## src/rtl/i2cs_pkg.sv

```systemverilog
package i2cs_pkg;
  localparam int DATA_W = 8;
  localparam int STAT_W = 15;
  localparam int CMD_W  = 6;
  localparam int REG_AW = 3;

  typedef enum logic [1:0] {OP_START = 2'd0, OP_TX = 2'd1, OP_RX = 2'd2, OP_STOP = 2'd3} eng_op_t;

  localparam logic [REG_AW-1:0] IX_CTRL = 3'd0;
  localparam logic [REG_AW-1:0] IX_IEN  = 3'd1;
  localparam logic [REG_AW-1:0] IX_STAT = 3'd2;
  localparam logic [REG_AW-1:0] IX_BUF  = 3'd3;
  localparam logic [REG_AW-1:0] IX_CMD  = 3'd4;

  localparam int CB_START = 0;
  localparam int CB_MTX   = 1;
  localparam int CB_MRX   = 3;
  localparam int CB_LAST  = 4;
  localparam int CB_STOP  = 5;

  localparam int SB_ACK   = 0;
  localparam int SB_NAK   = 1;
  localparam int SB_RXD   = 2;
  localparam int SB_NSTOP = 4;
  localparam int SB_ABN   = 5;

  localparam logic [31:0] CTRL_KEEP = 32'h0071_C3FF;

  typedef struct packed {
    logic    valid;
    eng_op_t op;
  } prim_t;

  // First of start / transmit / receive, in that order.
  function automatic prim_t pick_primary(input logic [CMD_W-1:0] c);
    prim_t p;
    p.valid = 1'b1;
    if (c[CB_START])      p.op = OP_START;
    else if (c[CB_MTX])   p.op = OP_TX;
    else if (c[CB_MRX])   p.op = OP_RX;
    else begin
      p.valid = 1'b0;
      p.op    = OP_STOP;
    end
    return p;
  endfunction

  function automatic logic wants_stop(input logic [CMD_W-1:0] c);
    return c[CB_STOP] | c[CB_LAST];
  endfunction

  function automatic logic [STAT_W-1:0] stat_bit(input int pos);
    logic [STAT_W-1:0] v;
    v = '0;
    v[pos] = 1'b1;
    return v;
  endfunction
endpackage

```

## src/rtl/i2cs_regs.sv

```systemverilog
module i2cs_regs
  import i2cs_pkg::*;
#(
  parameter int BUS_W = 32
) (
  input  logic                 clk,
  input  logic                 rst_n,
  input  logic                 reg_wr,
  input  logic [REG_AW-1:0]    reg_addr,
  input  logic [BUS_W-1:0]     reg_wdata,
  input  logic                 cmd_accept,
  input  logic                 fin_vld,
  input  logic [STAT_W-1:0]    fin_stat,
  input  logic                 rx_vld,
  input  logic [DATA_W-1:0]    rx_byte,
  output logic [BUS_W-1:0]     ctrl_q,
  output logic [STAT_W-1:0]    ien_q,
  output logic [STAT_W-1:0]    stat_q,
  output logic [2*DATA_W-1:0]  buf_q,
  output logic                 irq
);
  logic wr_ctrl, wr_ien, wr_stat, wr_buf;

  assign wr_ctrl = reg_wr && (reg_addr == IX_CTRL);
  assign wr_ien  = reg_wr && (reg_addr == IX_IEN);
  assign wr_stat = reg_wr && (reg_addr == IX_STAT);
  assign wr_buf  = reg_wr && (reg_addr == IX_BUF);

  always_ff @(posedge clk) begin
    if (!rst_n) begin
      ctrl_q <= '0;
      ien_q  <= '0;
      stat_q <= '0;
      buf_q  <= '0;
    end else begin
      if (wr_ctrl) ctrl_q <= reg_wdata & CTRL_KEEP[BUS_W-1:0];
      if (wr_ien)  ien_q  <= reg_wdata[STAT_W-1:0];
      if (fin_vld)         stat_q <= fin_stat & ien_q;
      else if (cmd_accept) stat_q <= '0;
      else if (wr_stat)    stat_q <= stat_q & ~reg_wdata[STAT_W-1:0];
      if (rx_vld)      buf_q <= {rx_byte, {DATA_W{1'b0}}};
      else if (wr_buf) buf_q <= {{DATA_W{1'b0}}, reg_wdata[DATA_W-1:0]};
    end
  end

  assign irq = |stat_q;
endmodule

```

## src/rtl/i2cs_seq.sv

```systemverilog
module i2cs_seq
  import i2cs_pkg::*;
(
  input  logic                clk,
  input  logic                rst_n,
  input  logic                cmd_wr,
  input  logic [CMD_W-1:0]    cmd_wdata,
  input  logic                enabled,
  input  logic [DATA_W-1:0]   buf_lo,
  input  logic                bus_busy,
  output logic                eng_req,
  output eng_op_t             eng_op,
  output logic [DATA_W-1:0]   eng_wdata,
  input  logic                eng_done,
  input  logic                eng_nak,
  input  logic [DATA_W-1:0]   eng_rdata,
  output logic [CMD_W-1:0]    cmd_bits,
  output logic                cmd_accept,
  output logic                fin_vld,
  output logic [STAT_W-1:0]   fin_stat,
  output logic                rx_vld,
  output logic [DATA_W-1:0]   rx_byte
);
  typedef enum logic [2:0] {S_INIT, S_IDLE, S_PRIM, S_REL, S_CHK, S_STOP} st_t;

  st_t               st;
  eng_op_t           op_q;
  logic [STAT_W-1:0] acc;
  prim_t             prim;

  assign prim       = pick_primary(cmd_wdata);
  assign cmd_accept = (st == S_IDLE) && cmd_wr && enabled;
  assign eng_req    = (st == S_PRIM) || (st == S_REL) || (st == S_STOP);
  assign eng_op     = (st == S_PRIM) ? op_q : OP_STOP;
  assign eng_wdata  = buf_lo;
  assign rx_vld     = (st == S_PRIM) && eng_done && (op_q == OP_RX);
  assign rx_byte    = eng_rdata;

  always_comb begin
    fin_vld  = 1'b0;
    fin_stat = acc;
    if (st == S_CHK) begin
      if (!wants_stop(cmd_bits)) begin
        fin_vld = 1'b1;
      end else if (!bus_busy) begin
        fin_vld  = 1'b1;
        fin_stat = acc | stat_bit(SB_ABN);
      end
    end else if (st == S_STOP && eng_done) begin
      fin_vld  = 1'b1;
      fin_stat = acc | stat_bit(SB_NSTOP);
    end
  end

  always_ff @(posedge clk) begin
    if (!rst_n) begin
      st       <= S_INIT;
      op_q     <= OP_STOP;
      acc      <= '0;
      cmd_bits <= '0;
    end else begin
      unique case (st)
        S_INIT: st <= bus_busy ? S_REL : S_IDLE;
        S_IDLE: begin
          if (cmd_accept) begin
            cmd_bits <= cmd_wdata;
            acc      <= '0;
            op_q     <= prim.op;
            st       <= prim.valid ? S_PRIM : S_CHK;
          end
        end
        S_PRIM: begin
          if (eng_done) begin
            st <= S_CHK;
            unique case (op_q)
              OP_START: acc <= acc | stat_bit(eng_nak ? SB_NAK : SB_ACK);
              OP_TX: begin
                if (eng_nak) begin
                  acc <= acc | stat_bit(SB_NAK) | stat_bit(SB_ABN);
                  st  <= S_REL;
                end else begin
                  acc <= acc | stat_bit(SB_ACK);
                end
              end
              OP_RX:   acc <= acc | stat_bit(SB_RXD);
              default: acc <= acc;
            endcase
          end
        end
        S_REL:  if (eng_done) st <= S_CHK;
        S_CHK: begin
          if (fin_vld) begin
            st       <= S_IDLE;
            cmd_bits <= '0;
          end else begin
            st <= S_STOP;
          end
        end
        S_STOP: begin
          if (eng_done) begin
            st       <= S_IDLE;
            cmd_bits <= '0;
          end
        end
        default: st <= S_IDLE;
      endcase
    end
  end
endmodule

```

## src/rtl/i2c_cmd_seq.sv

```systemverilog
module i2c_cmd_seq
  import i2cs_pkg::*;
#(
  parameter int BUS_W    = 32,
  parameter int BUSY_BIT = 16
) (
  input  logic              clk,
  input  logic              rst_n,
  input  logic              reg_wr,
  input  logic [2:0]        reg_addr,
  input  logic [BUS_W-1:0]  reg_wdata,
  output logic [BUS_W-1:0]  reg_rdata,
  output logic              irq,
  output logic              eng_req,
  output logic [1:0]        eng_op,
  output logic [7:0]        eng_wdata,
  input  logic              eng_done,
  input  logic              eng_nak,
  input  logic [7:0]        eng_rdata,
  input  logic              bus_busy
);
  localparam int BUF_W = 2 * DATA_W;

  logic [BUS_W-1:0]  ctrl_q;
  logic [STAT_W-1:0] ien_q, stat_q, fin_stat;
  logic [BUF_W-1:0]  buf_q;
  logic [CMD_W-1:0]  cmd_bits;
  logic              cmd_accept, fin_vld, rx_vld, enabled, cmd_wr;
  logic [DATA_W-1:0] rx_byte;
  eng_op_t           op_e;

  assign enabled = ctrl_q[0] | ctrl_q[1];
  assign cmd_wr  = reg_wr && (reg_addr == IX_CMD);
  assign eng_op  = op_e;

  i2cs_regs #(.BUS_W(BUS_W)) u_regs (
    .clk(clk), .rst_n(rst_n), .reg_wr(reg_wr), .reg_addr(reg_addr),
    .reg_wdata(reg_wdata), .cmd_accept(cmd_accept), .fin_vld(fin_vld),
    .fin_stat(fin_stat), .rx_vld(rx_vld), .rx_byte(rx_byte),
    .ctrl_q(ctrl_q), .ien_q(ien_q), .stat_q(stat_q), .buf_q(buf_q), .irq(irq)
  );

  i2cs_seq u_seq (
    .clk(clk), .rst_n(rst_n), .cmd_wr(cmd_wr), .cmd_wdata(reg_wdata[CMD_W-1:0]),
    .enabled(enabled), .buf_lo(buf_q[DATA_W-1:0]), .bus_busy(bus_busy),
    .eng_req(eng_req), .eng_op(op_e), .eng_wdata(eng_wdata),
    .eng_done(eng_done), .eng_nak(eng_nak), .eng_rdata(eng_rdata),
    .cmd_bits(cmd_bits), .cmd_accept(cmd_accept), .fin_vld(fin_vld),
    .fin_stat(fin_stat), .rx_vld(rx_vld), .rx_byte(rx_byte)
  );

  always_comb begin
    reg_rdata = '0;
    unique case (reg_addr)
      IX_CTRL: reg_rdata = ctrl_q;
      IX_IEN:  reg_rdata[STAT_W-1:0] = ien_q;
      IX_STAT: reg_rdata[STAT_W-1:0] = stat_q;
      IX_BUF:  reg_rdata[BUF_W-1:0]  = buf_q;
      IX_CMD: begin
        reg_rdata[CMD_W-1:0] = cmd_bits;
        reg_rdata[BUSY_BIT]  = bus_busy;
      end
      default: reg_rdata = '0;
    endcase
  end
endmodule

```

## config.mk

```make
export PLATFORM = sky130hd
export DESIGN_NAME = i2c_cmd_seq
export DESIGN_NICKNAME = d
export VERILOG_FILES = /design/src/rtl/i2cs_pkg.sv /design/src/rtl/i2cs_regs.sv /design/src/rtl/i2cs_seq.sv /design/src/rtl/i2c_cmd_seq.sv
export SDC_FILE = /design/constraint.sdc
export NUM_CORES = 1
export LEC_CHECK = 0
export BUFFER_PORTS_ARGS = -buffer_cell sky130_fd_sc_hd__buf_2
export CORE_UTILIZATION = 55
export DETAILED_ROUTE_END_ITERATION = 16
export MAX_ROUTING_LAYER = met4
export PLACE_DENSITY_LB_ADDON = 0.25
export SLEW_MARGIN = 20
export SYNTH_ARGS = -nofsm -noshare
export SYNTH_HDL_FRONTEND = slang
export SYNTH_SLANG_ARGS = --single-unit
```

## constraint.sdc

```tcl
create_clock -name clk -period 2.7 [get_ports clk]
set_clock_uncertainty 0.1 [all_clocks]
set_input_delay 0.54 -clock clk [delete_from_list [all_inputs] [get_ports clk]]
set_output_delay 0.54 -clock clk [all_outputs]
set_load 0.02 [all_outputs]
```

==> metrics.txt <==
H-tree Lvls=3; synth top area cells=dfxtp_1 (40%), nand2_1 (12%), a21oi_1 (8.1%); CP max stage delay=slightly above 400 ps; final wirelength=between 10000 and 15000 µm; yosys warns=0; cts bufs inserted=9; WP buf/inv=2; synth unique cells=49; post-CTS sizing=0; Crit path max-delay family=buffers and inverters; average size of a mapped cell=7.81 µm²; Worst Setup Start Kind=input pin; ANT cells=0; Setup TNS=0 ps; status=finished clean; Worst-Margin Slew=656 ps; row cnt=30; worst min-delay path startpoint=eng_rdata[0]; Critical Setup Path Class=in2out; Non-Filler Instances=626; crit end category=output pin; EDFF count, synth=0; Slew Limit Fails=0; Initial Util=0.568; Worst Path Arrival=1880 ps; share of the synthesized area in the top cell type=0.402; all-layer global routing usage=0.292; CORE AREA=6760 µm²; share of cells above drive strength 1=0.212; Cell Chain, Critical Path=buf_2, nor2b_2, a21oi_1, o22ai_1, buf_2; DRT antenna net count=0; Slew Limit Headroom=0.556; GPL Wtd Cong=0.917; Hold WS=322 ps; initial antenna violation count=0; Max Cap Viol=0; die area=7310 µm²; DR iter-0 viols=264; Hold WC Path Type=in2reg; DR DRC count=0; Yosys top cell by area=dfxtp_1; leak pwr=1.74 nW; largest net degree at the start of global routing=42; first-pass GRT wire length=16100 µm; WP data required=between 2000 and 2500 ps; # port buffers=68; hold path depth=3; setup-violating endpoint count in the final report=0; Area growth syn-to-layout=12.3%; Reg2Reg Capture Point=u_regs.stat_q[2]; synthesized flop and latch total=77; Die Wd=roughly 86 µm; fin crit share=0.935; dpl hpwl=6870 µm; clock sink total=77; slowest CP cell=buf_2; Clock Latency Late Sink=340 ps; worst r2r path cells=5; deepest clock path buffer count=2; final hold violations=0; DR vias=3568; maximum fanout along the worst path=20; clock slew seen by the registers of the worst setup and hold paths=about 80 ps; Pwr Total=2.81 mW; Hold EP=u_regs.buf_q[8]; post-synthesis sequential area ratio=0.402; highest clock rate=a little under 0.4 GHz; # IOs=93; drt wl/cell=16.0 µm; Hold-fix buffers, CTS=0; Post-Place Cells=610; Final #Nets=593; Top cell by count, worst path=buf_2; Die H=85.5 µm; CTS Root Buffer Type=clkbuf_8; TritonRoute pass-1 iters=5; Cells after Synth=491; peak supply drop=roughly 0.33 mV; Pwr per Cell Area=approximately 650 nW/µm²; Reg2Reg Launch Point=u_seq.st[1]; RSZ-0062 raised after global routing=no; GRT overflow=0; Reg2Reg Setup Slack=510 ps; TritonCTS clock tree=yes; Async SR Flop Fraction=0; Setup Buffers After CTS=0; minimum clock period=between 2000 and 3000 ps; Cell Area, Synth=about 3800 µm²; dominant synthesized flop cell=dfxtp_1; vias per inst=about 5.7; vias in the first global route=~3200
## cell usage after synthesis, drive strengths merged, types with 2 or more instances
library cell / count
mux2: 5
a22oi: 5
nand2: 127
and2: 4
nor2: 25
clkbuf: 19
a21oi: 62
o21a: 4
nand4: 7
a211oi: 2
and3: 12
nand3: 15
nor2b: 8
a31oi: 3
nand2b: 7
mux2i: 11
o211ai: 3
buf: 33
mux4: 5
nor4: 4
nor4b: 2
ha: 3
dfxtp: 77
inv: 6
o22ai: 10
nor3b: 4
o21ai: 10
nor3: 6
## stage by stage
step            util  worst slack (ps)  cell area (µm²)
2_1_floorplan      -               308             3880
3_3_place_gp   0.609              77.2             4110
3_5_place_dp   0.609              89.1             4110
4_1_cts        0.637              92.8             4310
5_1_grt        0.638              62.5             4310
6_report       0.638               175             4310
## logic make-up after synthesis
logic type,count (synthesis),share of synthesized area
buffers and inverters,59,0.0838
DFF,77,0.402
AOI/OAI and AO/OA,104,0.155
other,1,0.000978
muxes,21,0.0728
and+or+nand+nor,226,0.276
adders and majority gates,3,0.00979
## layout make-up
| type | count | area, µm² |
|---|---|---|
| Sequential cell | 77 | 1540 |
| Multi-Input combinational cell | 366 | 2020 |
| Clock buffer | 11 | 151 |
| Fill cell | 601 | 2450 |
| Tap cell | 80 | 100 |
| Inverter | 7 | 26.3 |
| Clock inverter | 5 | 42.5 |
| Timing Repair Buffer | 80 | 430 |
## power by group
group          switching (mW)  total (mW)  internal (mW)
registers               0.101        1.31           1.21
logic                   0.398       0.651          0.253
clock network           0.450       0.845          0.396
total                   0.948        2.81           1.86
## worst max path at each step
stage | end | cells after the start | slack, ps | from
after floorplan | reg_rdata[15] | 5 | 310 | reg_addr[1]
after global placement | reg_rdata[4] | 5 | 80 | reg_addr[1]
after detailed placement | reg_rdata[3] | 5 | 90 | reg_addr[1]
after CTS | reg_rdata[3] | 5 | 90 | reg_addr[1]
after global routing | reg_rdata[4] | 5 | 60 | reg_addr[1]
final | reg_rdata[4] | 5 | 180 | reg_addr[1]
## layout by cell type, fill, tap and decap left out, drive strengths merged, types with 3 or more instances in the layout
cell type	n
clkbuf	11
o22ai	10
nor3	6
o211ai	3
and3	12
nand4	7
ha	3
dfxtp	77
conb	12
and2	4
nand2	127
nand3	15
nor2b	8
nor3b	4
inv	8
a22oi	5
nand2b	7
a31oi	3
nor4	4
clkinv	4
o21a	4
mux2	5
nor2	25
o21ai	10
buf	80
a21oi	62
mux4	5
mux2i	11
## metal layers
metal | routed length (µm) | up-vias | global-route usage
met5 | 0 | - | -
met4 | 173 | 0 | 0.111
met3 | 662 | 15 | 0.0366
met2 | 4580 | 150 | 0.437
met1 | 4610 | 1649 | 0.407
li1 | - | 1754 | -
## state kept, by name, indices dropped and copies added, names as in the netlist
name	cells
u_regs.ien_q	15
u_seq.st	3
u_seq.op_q	2
u_seq.cmd_bits	6
u_seq.acc	4
u_regs.ctrl_q	16
u_regs.buf_q	16
u_regs.stat_q	15
## worst reg2reg max path, cell delays in order (launching register included)
cell and delay [ps]:
dfxtp_1 590, nand2b_1 390, nor3b_2 150, nor4_4 460
nand2b_1 280, o22ai_1 120
(Power assumes the default switching activity.)
